$ cat config.mk
export PLATFORM = sky130hd
export DESIGN_NAME = twm_slave
export DESIGN_NICKNAME = d
export VERILOG_FILES = /design/src/rtl/twm_pkg.sv /design/src/rtl/twm_sync_edge.sv /design/src/rtl/twm_datapath.sv /design/src/rtl/twm_ctrl.sv /design/src/rtl/twm_slave.sv
export SDC_FILE = /design/constraint.sdc
export NUM_CORES = 1
export LEC_CHECK = 0
export BUFFER_PORTS_ARGS = -buffer_cell sky130_fd_sc_hd__buf_2
export CAP_MARGIN = 10
export CELL_PAD_IN_SITES_DETAIL_PLACEMENT = 0
export CELL_PAD_IN_SITES_GLOBAL_PLACEMENT = 2
export CORE_ASPECT_RATIO = 1.25
export CORE_MARGIN = 2
export CORE_UTILIZATION = 37
export DETAILED_ROUTE_END_ITERATION = 7
export GPL_TIMING_DRIVEN = 0
export PLACE_DENSITY = 0.89
export REMOVE_ABC_BUFFERS = 1
export SKIP_LAST_GASP = 1
export SLEW_MARGIN = 15
export SYNTH_ARGS = -nofsm -noshare
export SYNTH_HDL_FRONTEND = slang
export SYNTH_SLANG_ARGS = --single-unit
$ cat constraint.sdc
create_clock -name clk -period 2.69 [get_ports clk]
set_clock_uncertainty 0.05 [all_clocks]
set_input_delay 0.538 -clock clk [delete_from_list [all_inputs] [get_ports clk]]
set_output_delay 0.538 -clock clk [all_outputs]
set_load 0.05 [all_outputs]
$ cat src/rtl/twm_pkg.sv
package twm_pkg;
  localparam int DEF_DATA_W = 8;
  localparam int DEF_PAGE_BITS = 2;
  localparam int DEF_SYNC_STAGES = 2;

  typedef struct packed {
    logic clrCnt;
    logic sampleBit;
    logic latchAddr;
    logic loadOut;
    logic shiftOut;
    logic incPage;
    logic incSeq;
  } dpCtl_t;

  typedef enum logic [2:0] {
    S_IDLE, S_ADDR, S_ADDR_ACK, S_WDATA, S_WDATA_ACK, S_RDATA, S_RD_ACK, S_WAIT_STOP
  } engState_t;
endpackage

$ cat src/rtl/twm_sync_edge.sv
module twm_sync_edge #(
  parameter int SYNC_STAGES = twm_pkg::DEF_SYNC_STAGES
) (
  input  logic clk,
  input  logic rstN,
  input  logic sclIn,
  input  logic sdaIn,
  output logic sdaLvl,
  output logic sclRise,
  output logic sclFall,
  output logic startDet,
  output logic stopDet
);
  logic [SYNC_STAGES-1:0] sclSh, sdaSh;
  logic sclPrev, sdaPrev, sclNow;

  always_ff @(posedge clk or negedge rstN) begin
    if (!rstN) begin
      sclSh   <= '1;
      sdaSh   <= '1;
      sclPrev <= 1'b1;
      sdaPrev <= 1'b1;
    end else begin
      sclSh   <= {sclSh[SYNC_STAGES-2:0], sclIn};
      sdaSh   <= {sdaSh[SYNC_STAGES-2:0], sdaIn};
      sclPrev <= sclSh[SYNC_STAGES-1];
      sdaPrev <= sdaSh[SYNC_STAGES-1];
    end
  end

  assign sclNow   = sclSh[SYNC_STAGES-1];
  assign sdaLvl   = sdaSh[SYNC_STAGES-1];
  assign sclRise  = sclNow & ~sclPrev;
  assign sclFall  = ~sclNow & sclPrev;
  assign startDet = sclNow & sclPrev & sdaPrev & ~sdaLvl;
  assign stopDet  = sclNow & sclPrev & ~sdaPrev & sdaLvl;
endmodule

$ cat src/rtl/twm_datapath.sv
module twm_datapath
  import twm_pkg::*;
#(
  parameter int DATA_W    = DEF_DATA_W,
  parameter int PAGE_BITS = DEF_PAGE_BITS,
  localparam int ADDR_W   = DATA_W - 1,
  localparam int CNT_W    = $clog2(DATA_W + 1)
) (
  input  logic              clk,
  input  logic              rstN,
  input  dpCtl_t            ctl,
  input  logic              sdaLvl,
  input  logic [DATA_W-1:0] memRdData,
  output logic              byteFull,
  output logic              rwBit,
  output logic              txMsb,
  output logic [ADDR_W-1:0] addrOut,
  output logic [DATA_W-1:0] rxByte
);
  logic [DATA_W-1:0] rxShift, txShift;
  logic [CNT_W-1:0]  bitCnt;
  logic [ADDR_W-1:0] addrReg;
  logic              rwReg;

  always_ff @(posedge clk or negedge rstN) begin
    if (!rstN) begin
      rxShift <= '0;
      bitCnt  <= '0;
    end else if (ctl.clrCnt) begin
      bitCnt  <= '0;
    end else if (ctl.sampleBit) begin
      rxShift <= {rxShift[DATA_W-2:0], sdaLvl};
      bitCnt  <= bitCnt + 1'b1;
    end
  end

  always_ff @(posedge clk or negedge rstN) begin
    if (!rstN) begin
      addrReg <= '0;
      rwReg   <= 1'b0;
    end else if (ctl.latchAddr) begin
      addrReg <= rxShift[DATA_W-1:1];
      rwReg   <= rxShift[0];
    end else if (ctl.incSeq) begin
      addrReg <= addrReg + 1'b1;
    end else if (ctl.incPage) begin
      addrReg[PAGE_BITS-1:0] <= addrReg[PAGE_BITS-1:0] + 1'b1;
    end
  end

  always_ff @(posedge clk or negedge rstN) begin
    if (!rstN)             txShift <= '1;
    else if (ctl.loadOut)  txShift <= memRdData;
    else if (ctl.shiftOut) txShift <= {txShift[DATA_W-2:0], 1'b1};
  end

  assign byteFull = (bitCnt == CNT_W'(DATA_W));
  assign rwBit    = rwReg;
  assign txMsb    = txShift[DATA_W-1];
  assign addrOut  = addrReg;
  assign rxByte   = rxShift;
endmodule

$ cat src/rtl/twm_ctrl.sv
module twm_ctrl
  import twm_pkg::*;
(
  input  logic   clk,
  input  logic   rstN,
  input  logic   sclRise,
  input  logic   sclFall,
  input  logic   startDet,
  input  logic   stopDet,
  input  logic   sdaLvl,
  input  logic   busy,
  input  logic   byteFull,
  input  logic   rwBit,
  input  logic   txMsb,
  output dpCtl_t ctl,
  output logic   sdaOe,
  output logic   memWrEn,
  output logic   writeStart
);
  engState_t state, stateNxt;
  logic wrPending, pendNxt, ackSeen, ackNxt, wrEnNxt, wsNxt;

  always_ff @(posedge clk or negedge rstN) begin
    if (!rstN) begin
      state      <= S_IDLE;
      wrPending  <= 1'b0;
      ackSeen    <= 1'b0;
      memWrEn    <= 1'b0;
      writeStart <= 1'b0;
    end else begin
      state      <= stateNxt;
      wrPending  <= pendNxt;
      ackSeen    <= ackNxt;
      memWrEn    <= wrEnNxt;
      writeStart <= wsNxt;
    end
  end

  always_comb begin
    stateNxt = state;
    pendNxt  = wrPending;
    ackNxt   = ackSeen;
    wrEnNxt  = 1'b0;
    wsNxt    = 1'b0;
    ctl      = '0;
    if (busy) begin
      stateNxt = S_IDLE;
      pendNxt  = 1'b0;
    end else if (stopDet) begin
      stateNxt = S_IDLE;
      wsNxt    = wrPending;
      pendNxt  = 1'b0;
    end else if (startDet) begin
      stateNxt   = S_ADDR;
      ctl.clrCnt = 1'b1;
      pendNxt    = 1'b0;
    end else begin
      unique case (state)
        S_ADDR: begin
          if (sclRise && !byteFull) ctl.sampleBit = 1'b1;
          else if (sclFall && byteFull) begin
            ctl.latchAddr = 1'b1;
            stateNxt      = S_ADDR_ACK;
          end
        end
        S_ADDR_ACK: begin
          if (sclFall) begin
            ctl.clrCnt = 1'b1;
            if (rwBit) begin
              ctl.loadOut = 1'b1;
              stateNxt    = S_RDATA;
            end else begin
              stateNxt    = S_WDATA;
            end
          end
        end
        S_WDATA: begin
          if (sclRise && !byteFull) ctl.sampleBit = 1'b1;
          else if (sclFall && byteFull) begin
            wrEnNxt  = 1'b1;
            pendNxt  = 1'b1;
            stateNxt = S_WDATA_ACK;
          end
        end
        S_WDATA_ACK: begin
          if (sclFall) begin
            ctl.clrCnt  = 1'b1;
            ctl.incPage = 1'b1;
            stateNxt    = S_WDATA;
          end
        end
        S_RDATA: begin
          if (sclRise && !byteFull) ctl.sampleBit = 1'b1;
          else if (sclFall) begin
            if (byteFull) stateNxt = S_RD_ACK;
            else          ctl.shiftOut = 1'b1;
          end
        end
        S_RD_ACK: begin
          if (sclRise) begin
            ackNxt     = !sdaLvl;
            ctl.incSeq = !sdaLvl;
          end else if (sclFall) begin
            if (ackSeen) begin
              ctl.clrCnt  = 1'b1;
              ctl.loadOut = 1'b1;
              stateNxt    = S_RDATA;
            end else begin
              stateNxt    = S_WAIT_STOP;
            end
          end
        end
        default: ;
      endcase
    end
  end

  assign sdaOe = (state == S_ADDR_ACK) || (state == S_WDATA_ACK) ||
                 ((state == S_RDATA) && !txMsb);
endmodule

$ cat src/rtl/twm_slave.sv
module twm_slave
  import twm_pkg::*;
#(
  parameter int DATA_W      = DEF_DATA_W,
  parameter int PAGE_BITS   = DEF_PAGE_BITS,
  parameter int SYNC_STAGES = DEF_SYNC_STAGES,
  localparam int ADDR_W     = DATA_W - 1
) (
  input  logic              clk,
  input  logic              rstN,
  input  logic              sclIn,
  input  logic              sdaIn,
  output logic              sdaOe,
  input  logic              busy,
  output logic [ADDR_W-1:0] memAddr,
  output logic              memWrEn,
  output logic [DATA_W-1:0] memWrData,
  input  logic [DATA_W-1:0] memRdData,
  output logic              writeStart
);
  logic   sdaLvl, sclRise, sclFall, startDet, stopDet;
  logic   byteFull, rwBit, txMsb;
  dpCtl_t dpCtl;

  twm_sync_edge #(.SYNC_STAGES(SYNC_STAGES)) u_sync (
    .clk(clk), .rstN(rstN), .sclIn(sclIn), .sdaIn(sdaIn), .sdaLvl(sdaLvl),
    .sclRise(sclRise), .sclFall(sclFall), .startDet(startDet), .stopDet(stopDet)
  );

  twm_ctrl u_ctrl (
    .clk(clk), .rstN(rstN), .sclRise(sclRise), .sclFall(sclFall),
    .startDet(startDet), .stopDet(stopDet), .sdaLvl(sdaLvl), .busy(busy),
    .byteFull(byteFull), .rwBit(rwBit), .txMsb(txMsb), .ctl(dpCtl),
    .sdaOe(sdaOe), .memWrEn(memWrEn), .writeStart(writeStart)
  );

  twm_datapath #(.DATA_W(DATA_W), .PAGE_BITS(PAGE_BITS)) u_dp (
    .clk(clk), .rstN(rstN), .ctl(dpCtl), .sdaLvl(sdaLvl), .memRdData(memRdData),
    .byteFull(byteFull), .rwBit(rwBit), .txMsb(txMsb), .addrOut(memAddr),
    .rxByte(memWrData)
  );
endmodule

# ---- Yosys cells after proc, flatten, opt, wreduce, memory -nomap -nowiden
# Cells that the tools add are included.
dict set report op_classes {
  n_addsub 3
  eq_ne 19
  n_mux 61
  bitwise 15
  reduce_logical 21
}
# cell count
set op_table {}
lappend op_table {{two-way mux 3 bit} 15}
lappend op_table {{!= test 5 x 4 -> 1 bit, second input constant} 7}
lappend op_table {{two-way mux 1 bit} 31}
lappend op_table {{two-way mux 7 bit} 3}
lappend op_table {{!= test 5 bit, second input constant} 4}
lappend op_table {{case mux 3 bit (6 select lines)} 1}
lappend op_table {{two-way mux 8 bit} 2}
lappend op_table {{AND reduction 12 bit} 1}
lappend op_table {{== test 3 bit, second input constant} 3}
lappend op_table {{nonzero test 9 bit} 1}
lappend op_table {{two-way mux 4 bit} 2}
lappend op_table {{inverter 1 bit} 8}
lappend op_table {{nonzero test 4 bit} 2}
lappend op_table {{adder 7 x 1 -> 7 bit, second input constant} 1}
lappend op_table {{bitwise AND 1 bit} 7}
lappend op_table {{== test 3 x 2 -> 1 bit, second input constant} 2}
lappend op_table {{two-way mux 2 bit} 3}
lappend op_table {{two-way mux 6 bit} 1}
lappend op_table {{nonzero test 2 bit} 3}
lappend op_table {{two-way mux 5 bit} 1}
lappend op_table {{AND reduction 5 bit} 1}
lappend op_table {{adder 4 x 1 -> 4 bit, second input constant} 1}
lappend op_table {{== test 4 bit, second input constant} 1}
lappend op_table {{!= test 4 bit, second input constant} 1}
lappend op_table {{other kinds (11)} 17}
dict set report totals {
  ff_bits 41
  inputBits 13
  output_inout_bits 18
  wordCells 134
}

# ---- Logic depth before layout (Yosys ltp)
# Gate-level depths: netlist of run 1.
dict set report depth {
  word_depth 12
  mapped_depth 8
  ltp_nobuf 6
}

# ---- Modules after synthesis
# From an unflattened synthesis of run 1, not the netlist that was laid out.
dict set report unflattened {
  cells_unflattened 188
  area_unflattened_um2 2024.4
}
# mod n_inst cells_each area_per_inst_um2 seq_area_each_um2
set by_module_without_submodules {}
lappend by_module_without_submodules {twm_datapath 1 116 1285.0 710.7}
lappend by_module_without_submodules {twm_ctrl 1 62 549.3 175.2}
lappend by_module_without_submodules {twm_sync_edge 1 10 190.2 157.7}

# ---- Worst setup path after synthesis of run 1
# No wires, ideal clock.
dict set report synth_path {
  path_type {reg2out}
  from {register u_ctrl.state[0]}
  to {output sdaOe}
  arrival_ps 1770
  required_time_ps 2102
  path_slack_ps 332
  stages_incl_launch_ff 5
  path_buffers 1
  path_cell_list {dfrtp_1 -> clkbuf_1 -> nand2_1 -> nand2_1 -> o21ai_0}
}
dict set report synth_between {
  elab_chain_cells 3
  word_cells_on_any_way 6
  cone_classes {3 x eq/ne; 3 x reduce/logical}
}
# element line
set synth_rtl {}
lappend synth_rtl {{start, declared} twm_ctrl.sv:20} ;# engState_t state, stateNxt;
lappend synth_rtl {{start signal, assigned} twm_ctrl.sv:31} ;# state <= stateNxt;
lappend synth_rtl {{== test 3 x 2 -> 1 bit (tied with other cells)} twm_ctrl.sv:118} ;# assign sdaOe = (state == S_ADDR_ACK) || (state == S_WDATA_ACK) ||
lappend synth_rtl {{logical OR 1 bit or logical AND 1 bit (tied branches)} {twm_ctrl.sv:118, twm_ctrl.sv:119}}
lappend synth_rtl {{logical OR 1 bit *} twm_ctrl.sv:118}
lappend synth_rtl {{end, declared} twm_slave.sv:13} ;# output logic sdaOe,
# Mark *: on every way between the ends. The rest lies on a longest branch, timed or not.

# ---- Worst setup path in the final report of run 1
dict set report layout_path {
  from {register u_dp.bitCnt[0]}
  to {register u_dp.bitCnt[3]}
}
dict set report layout_between {
  elab_chain_cells 9
  word_cells_on_any_way 12
  cone_classes {1 x add/sub; 1 x eq/ne; 7 x mux; 3 x reduce/logical}
}
# element line
set layout_rtl {}
lappend layout_rtl {{start, declared} twm_datapath.sv:21} ;# logic [CNT_W-1:0] bitCnt;
lappend layout_rtl {{start signal, assigned} twm_datapath.sv:33} ;# bitCnt <= bitCnt + 1'b1;
lappend layout_rtl {{== test 4 bit} twm_datapath.sv:57} ;# assign byteFull = (bitCnt == CNT_W'(DATA_W));
lappend layout_rtl {{logical NOT 1 bit} {twm_ctrl.sv:60, twm_ctrl.sv:78, twm_ctrl.sv:93}}
lappend layout_rtl {{logical AND 1 bit} {twm_ctrl.sv:60, twm_ctrl.sv:78, twm_ctrl.sv:93}}
lappend layout_rtl {{two-way mux 1 bit} {twm_ctrl.sv:60, twm_ctrl.sv:78, twm_ctrl.sv:93}}
lappend layout_rtl {{two-way mux 1 bit} --}
lappend layout_rtl {{two-way mux 6 bit} twm_ctrl.sv:53} ;# end else if (startDet) begin
lappend layout_rtl {{two-way mux 7 bit} twm_ctrl.sv:49} ;# end else if (stopDet) begin
lappend layout_rtl {{two-way mux 7 bit} twm_ctrl.sv:46} ;# if (busy) begin
lappend layout_rtl {{nonzero test 2 bit (no source line)} --}
# Several ways; a longest one is shown, not always the timed one. The select of a mux whose other input is x is not followed.
# A chain may end at the register's enable or synchronous reset.

==> results, run 1 <==
- The type of element capturing the critical path is a flip-flop.
- The finished layout holds 278 standard cells, fillers aside.
- The reported leakage power is 1.11 nW.
- The largest area contributor in the synthesized netlist is dfrtp_1.
- The first TritonRoute pass finished after 4 iterations.
- The layout cell share with drive strength beyond 1 is 0.350.
- The final-report hold violation count is 0.
- The synthesis-stage register bit count is 41.
- The Yosys step of the flow raised 0 warnings.
- The final layout contains routed wiring with a total length of 3.92 mm.
- Among all flip-flop cells after synthesis, the most frequent one is dfrtp_1.
- The number of nets in the finished design is 229.
- The class of the worst hold path is in2reg.
- After detailed routing, the average wire length per cell comes to 14.1 um.
- Relative to the synthesized area, the layout overhead comes to 13.6%.
- The final critical delay including setup and external delays is 2.30 ns.
- The total count of max-transition violations in the final report came to 0.
- The hold slack is 0.297 ns.
- Buffers placed on the I/O ports in this run total 30.
- Registers take 0.00104 sq mm.
- The number of antenna violations at the first check in global routing is 0.
- Summed over all failing endpoints, the final setup total negative slack is 0 ns.
- The number of buffers on the longest clock path is 2.
- Of all nets on the critical path, the largest fanout is 17.
- The number of flops mapped to enable cells by yosys is 0.
- The maximum number of pins on one net before global-route repair is 42.
- The element type at the critical path start is a flip-flop.
- The effective utilization at floorplan is 0.383.
- After synthesis, the cell types taking the most area are dfrtp_1, dfstp_2, mux2_2.
- The antenna violation net count after detailed routing is 0.
- The cell area after layout is 0.00237 sq mm.
- At the end of routability-driven placement, the weighted congestion stood at 0.725.
- The y dimension of the die is 87.9 um.
- In the routed design, unresolved DRC markers number 0.
- The top-area cell type share of the netlist area is 0.324.
- The number of buffers created by CTS is 5.
- Counting every instance in the synthesized netlist gives 186.
- Leaving out fill and tap cells, the most frequent cell in the layout is buf_2.
- The area used by multi-input combinational logic is 950 sq um.
- Gates resized during post-CTS repair numbered 0.
- Summed over all nets, the half-perimeter wirelength after detailed placement is 2.78 mm.
- In this run the count of I/O pins placed on the die edge is 31.
- The power per standard cell area is 512 mW/mm^2.
- The register clock-pin slew on the reported worst setup and hold paths is 0.07 ns.
- The total number of H-tree levels is 2.
- For this block, the initial DRC count from the detailed router was 64.
- The critical path is of the reg2reg type.
- Max-cap violations in this run came to 0.
- The worst voltage drop across the vdd grid is 0.321 mV.
- The share of the clock period used by the worst path after layout is 0.857.
- The average instance area after synthesis is 11.2 sq um.
- The number of placed instances, taps included, is 270.
- The area of the mapped netlist is 0.00209 sq mm.
- Headroom to the max-slew limit came out at 0.412.
- The floorplan die area is 0.00626 sq mm.
- The clock tree from TritonCTS is done.
- The detailed-route vias per instance is 5.29.
- STA puts the critical path data arrival time at 2.47 ns.
- Setup violations remaining at the end of the flow were counted as 0.
- Post-CTS timing repair inserted 0 buffers for setup.
- The wire length of the first global-routing pass is 6.71 mm.
- The clock root buffer master is clkbuf_8.
- The clock latency of the later-clocked register in the worst-skew pair is 0.29 ns.
- The number of global-route vias before repair is 1436.
- Static timing analysis puts the maximum clock frequency at 0.434 GHz.
- The total power is 1.21 mW.
- The core region area is 0.00544 sq mm.
- The actual slew at the worst max-slew pin is 0.882 ns.
- Setup repair after global routing left no endpoint under its margin.
- The flow ran to the end, and the final reports show no timing, DRC or antenna violations.
- The number of antenna diodes in the final layout is 0.
- After floorplanning, the core was divided into 30 placement rows.
- The endpoint required time on the critical path is 2.85 ns.
- For this run, the total global-route usage over all layers was measured as 0.133.
- The number of fill cells in the layout is 527.
- The number of hold buffers added after CTS was 0.
- Leaving out fill and tap cells, the most frequent cells in the layout are buf_2, dfrtp_1, mux2_2, dfstp_2, o21ai_0.
- The proportion of synthesized chip area in sequential cells is 0.500.
- The total overflow left after global routing is 0.
- The clock net in this run drives a total of 41 sinks.
- The via total after detailed routing is 1471.
- The number of different library cells in the post-synthesis netlist is 48.
- The async set or reset register ratio after synthesis is 1.00.
- The placed instances occupy a cell area of 0.00225 sq mm.
- The width of the chip is 71.2 um.
[per-stage QoR]
step           worst slack, ns   util
6_report                 0.386  0.435
5_1_grt                  0.161  0.435
4_1_cts                  0.301  0.435
3_5_place_dp             0.319  0.414
3_3_place_gp             0.337  0.414
2_1_floorplan            0.416      -
[critical path, cell delays in order, from the launching register on]
cell and delay, ns:
dfrtp_1 0.39, inv_1 0.08, ha_1 0.20, nand3b_1 0.20, nand4_1 0.61, or3_1 0.57
a21oi_1 0.14
[synth_stat cells, types with 2 or more instances]
library cell and number:
nor4bb_1 2, o211ai_1 3, buf_2 5, clkbuf_1 2
a21oi_1 10, a21o_1 2, dfrtp_1 27, mux2_1 4
nand4_1 4, nor2_1 6, dfstp_2 14, mux2i_1 2
xor2_1 4, or3_1 5, a31oi_1 5, nand2_1 10
o21ai_0 11, mux2_2 18, nor2b_1 5, ha_1 3
buf_6 2, inv_1 8, and3b_1 2, nor3b_1 2
nand3_1 7
[layer usage]
| metal | GRT usage | part of all wire |
|---|---|---|
| met5 | 0 | 0 |
| met2 | 0.226 | 0.50 |
| met1 | 0.172 | 0.46 |
| met4 | 0.0360 | 0.011 |
| met3 | 0.0288 | 0.030 |
[sequential cells by signal, indices dropped and copies added, names as in the netlist]
name and count:
u_dp.rxByte 8, u_dp.txShift 8, u_dp.addrOut 7, u_dp.bitCnt 4, u_ctrl.state 3, u_sync.sclSh 2
u_sync.sdaSh 2, u_ctrl.ackSeen 1, u_ctrl.memWrEn 1, u_ctrl.wrPending 1, u_ctrl.writeStart 1, u_dp.rwBit 1
u_sync.sclPrev 1, u_sync.sdaPrev 1
[power by group]
group | switching (mW) | internal, mW
Sequential | 0.0156 | 0.631
Clock | 0.203 | 0.303
Combinational | 0.0396 | 0.0214
[logic make-up (layout without fill, tap and decap cells)]
logic type               after synthesis  count (layout)  share of synthesized area
AND/OR/NAND/NOR                       54              54                      0.160
adder cells (fa/ha/maj)                3               3                     0.0180
flip-flops                            41              41                      0.500
multiplexers                          25              25                      0.136
buffers and inverters                 18              46                     0.0444
AO/OA/AOI/OAI                         41              41                      0.125
XOR/XNOR                               4               4                     0.0168
[path summary, 6_finish.rpt]
check	slack [ns]	startpoint	end	cells past startpoint
worst max-delay path	0.39	u_dp.bitCnt[0]$_DFFE_PN0P_	u_dp.bitCnt[3]$_DFFE_PN0P_	6
worst min-delay path	0.30	sclIn	u_sync.sclSh[0]$_DFF_PN1_	1
worst max register to register	0.39	u_dp.bitCnt[0]$_DFFE_PN0P_	u_dp.bitCnt[3]$_DFFE_PN0P_	6
worst min register to register	0.31	u_sync.sclSh[0]$_DFF_PN1_	u_sync.sclSh[1]$_DFF_PN1_	0
max in group asynchronous	1.72	rstN	u_dp.bitCnt[2]$_DFFE_PN0P_	1
min in group asynchronous	0.32	rstN	u_dp.addrOut[4]$_DFFE_PN0P_	1
[final cells by class]
| type | instances | share of cell area |
|---|---|---|
| Sequential cell | 41 | 0.440 |
| Tap cell | 64 | 0.0338 |
| Multi-Input combinational cell | 127 | 0.401 |
| Clock inverter | 1 | 0.0127 |
| Clock buffer | 7 | 0.0364 |
| Timing Repair Buffer | 30 | 0.0634 |
| Inverter | 8 | 0.0127 |
(Power assumes the default switching activity.)
==> inputs of run 2 (changes only) <==
--- a/config.mk
+++ b/config.mk
@@ -14,7 +14,7 @@
 export CORE_UTILIZATION = 37
 export DETAILED_ROUTE_END_ITERATION = 7
 export GPL_TIMING_DRIVEN = 0
-export PLACE_DENSITY = 0.89
+export PLACE_DENSITY = 0.87
 export REMOVE_ABC_BUFFERS = 1
 export SKIP_LAST_GASP = 1
 export SLEW_MARGIN = 15
==> run 2 against run 1 <==
Non-clock buffer count stayed put; wire length about the same; die area unchanged; setup slack got worse by 0.063 ns; first-iteration DRC count is 48% higher; worst hold slack got worse by 0.0042 ns; power fell by 7.4%; critical path depth stayed put; cell count unchanged; maximum frequency decreased by 2.6%; register-to-register slack got worse by 0.06 ns; largest cell class unchanged.
==> results, run 2 (synthesized netlist as in run 1, its figures left out) <==
- The via total after detailed routing is 1487.
- 0 antenna diodes ended up in the layout.
- The class of the worst hold path is in2reg.
- The worst pin sits at a relative slew slack of 0.391.
- The total power is 1.12 mW.
- The clock latency of the later-clocked register in the worst-skew pair is 0.29 ns.
- The clock tree from TritonCTS is done.
- The y dimension of the die is 87.9 um.
- The placed instance area is 0.00225 sq mm.
- The worst voltage drop across the vdd grid is 0.384 mV.
- STA classifies the critical path startpoint as a flip-flop.
- Before CTS, the worst setup slack after placement is 0.293 ns.
- For the worst setup path, the data required time is 2.86 ns.
- The number of buffers and inverters on the critical path is 1.
- TritonCTS created 5 clock buffers.
- The post-CTS resize count is 0.
- The core region area is 0.00544 sq mm.
- The power per standard cell area is 478 mW/mm^2.
- The count of max-cap constraint violations is 0.
- In this run the worst path has a maximum fanout of 17.
- The hold buffer count at CTS is 0.
- The effective utilization at floorplan is 0.383.
- The register clock-pin slew on the reported worst setup and hold paths is 0.07 ns.
- The number of global-route vias before repair is 1401.
- The layout has 497 filler cells.
- The total count of max-transition violations in the final report is 0.
- The count of TritonRoute iterations in the first routing pass is 4.
- Leaving out fill and tap cells, the most frequent cell in the layout is buf_2.
- The count of clock tree sinks is 41.
- After layout, the minimum clock period comes to 2.37 ns.
- During placement, the flow inserted port buffers numbering 30.
- Once detail routing completed, the nets flagged for antenna violations numbered 0.
- The maximum number of pins on one net before global-route repair is 42.
- The maximum clock frequency is 0.423 GHz.
- Among cell families on the critical path, the largest total delay comes from simple AND/OR/NAND/NOR gates.
- The count of routing violations after the opening detailed-route iteration is 95.
- By startpoint and endpoint, the worst setup path is classified as reg2reg.
- The worst setup path is captured at a flip-flop.
- The reported leakage power is 1.09 nW.
- The number of buffers on the longest clock path is 2.
- In the finished design, the share of the clock period the worst path needs comes to 0.880.
- The total number of H-tree levels is 2.
- The arrival time reported for the critical path endpoint is 2.53 ns.
- The wire length of the first global-routing pass is 6.73 mm.
- The number of antenna violations at the first check in global routing is 0.
- The routed length per placed instance is 14.1 um.
- The width of the chip is 71.2 um.
- Setup repair after global routing left no endpoint under its margin.
- The number of ports placed on the die boundary is 31.
- Registers take 0.00104 sq mm.
- The utilization after layout is 0.431.
- The master of the slowest instance on the critical path is nand4_1.
- The sum of net half-perimeters after detailed placement is 2.66 mm.
- The DRC violations left is 0.
- Routability-driven placement finished with a final weighted congestion of 0.756.
- The total global routing track utilization is 0.138.
- The cell area after layout is 0.00235 sq mm.
- Traced cell by cell, the critical path runs through inv_1, ha_1, nand3b_1, nand4_1, or3_1, a21oi_1.
- The clock root buffer master is clkbuf_8.
- The count of final setup violators is 0.
- The count of buffers added by post-CTS timing repair for setup is 0.
- The floorplan die area is 0.00626 sq mm.
- The run finished with clean final reports.
- The area used by multi-input combinational logic is 950 sq um.
- At the pin with the least slew margin, the transition time is 0.913 ns.
- The final-report hold violation count is 0.
- The top cell types in the final layout, fill and taps aside, are buf_2, dfrtp_1, mux2_2, dfstp_2, o21ai_0.
- The layout-stage area growth over the synthesis result is 12.5%.
- The layout cell share with drive strength beyond 1 is 0.350.
- The total number of placement rows is 30.
- On the worst path, the slowest cell contributes a delay of 0.65 ns.
- The detailed-route vias per instance is 5.35.
- At the end of the flow, the number of nets in the layout was 229.
- The setup TNS after final layout is 0 ns.
- After global routing the overflow that remains totals 0.
- In the post-route analysis, the smallest setup slack over all paths is 0.323 ns.
- The total detailed-routing wirelength is 3.92 mm.
==> run 2: per-layer routing <==
metal	up-vias	wire (um)	global-route usage
met1	730	1810	0.181
li1	725	-	-
met3	6	129	0.0276
met2	26	1890	0.221
met4	0	87	0.0669
met5	-	0	0
==> run 2: path summary, 6_finish.rpt <==
check,start,depth (start not counted),to,slack [ns]
worst max-delay path,u_dp.bitCnt[0]$_DFFE_PN0P_,6,u_dp.bitCnt[3]$_DFFE_PN0P_,0.32
worst min-delay path,sdaIn,1,u_sync.sdaSh[0]$_DFF_PN1_,0.29
worst max register to register,u_dp.bitCnt[0]$_DFFE_PN0P_,6,u_dp.bitCnt[3]$_DFFE_PN0P_,0.32
worst min register to register,u_sync.sclSh[0]$_DFF_PN1_,0,u_sync.sclSh[1]$_DFF_PN1_,0.31
max in group asynchronous,rstN,1,u_ctrl.ackSeen$_DFFE_PN0P_,1.70
min in group asynchronous,rstN,1,u_dp.bitCnt[2]$_DFFE_PN0P_,0.32
==> run 2: final cells by class <==
| type | count | area share |
|---|---|---|
| clock buffer | 7 | 0.0368 |
| clock inverter | 1 | 0.00320 |
| inverter | 8 | 0.0128 |
| multi-input combinational | 127 | 0.405 |
| sequential | 41 | 0.445 |
| tap | 64 | 0.0341 |
| timing repair buffer | 30 | 0.0640 |
==> run 2: per-stage QoR <==
step                hold slack (ns)  cells
floorplan                     0.192    176
global placement              0.297    270
detailed placement            0.297    270
CTS                           0.281    278
global route                  0.279    278
finish                        0.293    278
==> run 2: power by group <==
group          switching [mW]  total, mW  leakage [nW]  internal, mW
registers              0.0156      0.647         0.516         0.631
logic                  0.0397     0.0611         0.531        0.0214
clock network           0.207      0.415        0.0445         0.208
total                   0.262       1.12          1.09         0.861
==> inputs of run 3 (changes only) <==
--- a/config.mk
+++ b/config.mk
@@ -11,13 +11,14 @@
 export CELL_PAD_IN_SITES_GLOBAL_PLACEMENT = 2
 export CORE_ASPECT_RATIO = 1.25
 export CORE_MARGIN = 2
-export CORE_UTILIZATION = 37
+export CORE_UTILIZATION = 36
 export DETAILED_ROUTE_END_ITERATION = 7
 export GPL_TIMING_DRIVEN = 0
-export PLACE_DENSITY = 0.87
+export PLACE_DENSITY = 0.86
 export REMOVE_ABC_BUFFERS = 1
 export SKIP_LAST_GASP = 1
 export SLEW_MARGIN = 15
 export SYNTH_ARGS = -nofsm -noshare
 export SYNTH_HDL_FRONTEND = slang
+export SYNTH_HIERARCHICAL = 1
 export SYNTH_SLANG_ARGS = --single-unit
==> constraint.sdc (replaced) <==
create_clock -name clk -period 2.69 [get_ports clk]
set_clock_uncertainty 0.05 [all_clocks]
set_input_delay 0.538 -clock clk [delete_from_list [all_inputs] [get_ports clk]]
set_output_delay 0.538 -clock clk [all_outputs]
set_load 0.02 [all_outputs]
==> run 3 against run 2 <==
Sequential power about the same; cell count grew 1.8%; setup slack got worse by 0.17 ns; worst hold slack got worse by 0.0013 ns; wire length fell by 3.3%; non-clock buffer count increased by 1; maximum frequency decreased by 6.8%; largest cell class unchanged; largest power group unchanged; highest routed layer unchanged.
==> results, run 3 <==
- Once detail routing completed, the nets flagged for antenna violations numbered 0.
- The highest cell delay on the worst timing path is 0.67 ns.
- The worst setup path is captured at a flip-flop.
- The residual overflow from global routing is 0.
- Port buffering added 30 buffers.
- The run finished with clean final reports.
- The proportion of synthesized chip area in sequential cells is 0.515.
- The beginning of the worst register-to-register path is u_sync/sdaSh[1]$_DFF_PN1_.
- The final layout contains 234 nets.
- In the global route stage, met2 resource usage came out at 0.221.
- 0 antenna diodes ended up in the layout.
- met2 is the most crowded layer.
- The sum of net half-perimeters after detailed placement is 2.66 mm.
- The kind of cell adding the most delay to the critical path is simple AND/OR/NAND/NOR gates.
- Data arrives at the worst endpoint at 2.66 ns.
- Together, buffers and inverters on the worst path number 0.
- The class of the worst hold path is in2reg.
- The total count of max-transition violations in the final report is 0.
- The area growth from synthesis to layout is 14.5%.
- The clock tree from TritonCTS is done.
- The top cell types in the final layout, fill and taps aside, are buf_2, dfrtp_1, nand2_1, o21ai_0, dfstp_2.
- The final-report hold violation count is 0.
- The final critical delay including setup and external delays is 2.54 ns.
- The hold slack is 0.291 ns.
- The total number of H-tree levels is 2.
- Entering global routing, the biggest net connects 42 pins.
- Setup repair after global routing left no endpoint under its margin.
- Counting flops and latches in the post-synthesis netlist gives 41.
- The number of different library cells in the post-synthesis netlist is 42.
- The detailed-route vias per instance is 5.01.
- The met3 layer usage reported by global route is 0.0288.
- Dividing the detail-routed wire length by the instance count gives 13.4 um.
- For this configuration, the core starts out at a cell density of 0.372.
- The synthesis warning total is 6.
- At the pin with the least slew margin, the transition time is 0.916 ns.
- By count the netlist is led by dfrtp_1, nand2_1, o21ai_0.
- The count of TritonRoute iterations in the first routing pass is 5.
- The worst slack at placement is -0.0982 ns.
- The die covers 0.00624 sq mm.
- In this run, post-CTS hold repair placed 0 buffers.
- The width of the chip is 71.1 um.
- The start point of the worst hold path is sdaIn.
- The share of the clock period used by the worst path after layout is 0.944.
- The number of buffers created by CTS is 5.
- Synthesis produced a netlist whose cell count is 188.
- The most common cell in the synthesized netlist is dfrtp_1.
- The largest area contributor in the synthesized netlist is dfrtp_1.
- The share of synthesized area in the top cell type comes to 0.334.
- The number of buffers on the longest clock path is 2.
- The number of antenna violations at the first check in global routing came to 0.
- The floorplan has 30 rows.
- The maximum fanout along the worst path is 17.
- The count of max-cap constraint violations is 0.
- The least setup slack across all paths after layout is 0.152 ns.
- By area the synthesized netlist is led by dfrtp_1, dfstp_2, mux2_2.
- The average instance area after synthesis is 10.8 sq um.
- The register clock-pin slew on the reported worst setup and hold paths is 0.08 ns.
- The element type at the critical path start is a flip-flop.
- The master of the slowest instance on the critical path is nor4_4.
- The y dimension of the die is 87.8 um.
- The worst voltage drop across the vdd grid is 0.320 mV.
- During I/O placement, the number of pins put on the boundary was 31.
- The layout cell share with drive strength beyond 1 is 0.338.
- At the end of routability-driven placement, the weighted congestion stood at 0.795.
- The mapped netlist covers 0.00202 sq mm.
- The tree is rooted in a clkbuf_8.
- The signal on the critical path passes through and4b_1, or3_4, nor4_4, mux2_2.
- The number of global-route vias before repair was 1398.
- The via total after detailed routing is 1418.
- The critical path in this run is classified as reg2reg.
- The maximum clock frequency is 0.394 GHz.
- In this run, synthesis inferred 0 flip-flops with an integrated enable.
- The global-route met1 utilization is 0.165.
- The total detailed-routing wirelength is 3.79 mm.
- Measured against its own limit, the worst slew margin works out to 0.389.
- The core region area is 0.00544 sq mm.
- The critical path starts at u_sync/sdaSh[1]$_DFF_PN1_.
- In this run the power density over the cells is 481 mW/mm^2.
- The most used flip-flop cell after synthesis is dfrtp_1.
- The reported leakage power is 1.04 nW.
- For this run, design rule violations remaining after detail routing come to 0.
- The total global routing track utilization is 0.133.
- The endpoint required time on the critical path is 2.82 ns.
- The detailed router finished its first iteration with 100 violations.
- The library cell used most frequently in the layout, excluding fill and tap cells, is buf_2.
- The count of clock tree sinks is 41.
- After synthesis, the share of flip-flops with an asynchronous set or reset is 1.00.
- The wire length of the first global-routing pass is 6.53 mm.
- The count of final setup violators is 0.
- At the later pin of the worst-skew pair, clock insertion delay measures 0.29 ns.
[run 3: cell count changes in the layout (fill, tap and decap cells not counted), sizes merged, moves of 4 or more]
cell	before	now
a21oi	11	5
mux2	23	9
mux2i	2	10
nand2	10	20
nor2	6	12
nor3	0	4
o211ai	4	0
o21ai	11	17
[run 3: worst paths after layout]
kind / to / slack, ns / cells after the start
setup / recovery: u_dp/rwBit$_DFFE_PN0P_ / 0.15 / 4
hold / removal: u_sync/sdaSh[0]$_DFF_PN1_ / 0.29 / 1
setup reg to reg: u_dp/rwBit$_DFFE_PN0P_ / 0.15 / 4
hold reg to reg: u_sync/sclSh[1]$_DFF_PN1_ / 0.31 / 0
max in group asynchronous: u_ctrl/ackSeen$_DFFE_PN0P_ / 1.69 / 1
min in group asynchronous: u_dp/bitCnt[2]$_DFFE_PN0P_ / 0.34 / 1
[run 3: final cells by class]
cell class | instances | area, sq um
repair buffers | 31 | 155
clock inverters | 1 | 7.51
fillers | 541 | 3130
inverters | 5 | 18.8
flip-flops and latches | 41 | 1040
well taps | 64 | 80.1
clock buffers | 7 | 86.3
multi-input cells | 134 | 926
[run 3: logic make-up after synthesis]
family                   after synthesis  share of synthesized area
AND/OR/NAND/NOR                       74                      0.203
flip-flops                            41                      0.515
AO/OA/AOI/OAI                         30                     0.0896
multiplexers                          19                     0.0995
buffers and inverters                 13                     0.0389
XOR/XNOR                               8                     0.0346
adder cells (fa/ha/maj)                3                     0.0185
[run 3: timing repair]
action / in CTS / in global routing
cloned: 0 / 0
buffers inserted: 0 / 0
setup endpoints to repair: 16 / 10
gates resized for setup: 2 / 1
[run 3: metal layers]
| metal | vias to the layer above | part of all wire |
|---|---|---|
| met3 | 4 | 0.027 |
| li1 | 720 | - |
| met1 | 673 | 0.44 |
| met5 | - | 0 |
| met4 | 0 | 0.017 |
| met2 | 21 | 0.52 |
[run 3: stage by stage]
stage / total power, mW / utilization / cells / setup TNS [ns] / area [sq um]
global placement: 0.711 / 0.403 / 274 / -5.17 / 2190
floorplan: 0.681 / - / 180 / -0.0387 / 1960
global route: 1.18 / 0.426 / 283 / 0 / 2320
finish: 1.12 / 0.426 / 283 / 0 / 2320
detailed placement: 0.713 / 0.407 / 275 / -0.884 / 2210
CTS: 1.14 / 0.425 / 283 / 0 / 2310
[run 3: worst register-to-register path, cell delays in order, from the launching register on]
cell and delay [ns]:
dfstp_2 0.58, and4b_1 0.28, or3_4 0.44, nor4_4 0.67, mux2_2 0.41
[run 3: power breakdown]
part           switching, mW  internal [mW]  total [mW]
registers            0.00943          0.638       0.647
clock network          0.207          0.208       0.415
logic                 0.0331         0.0203      0.0534
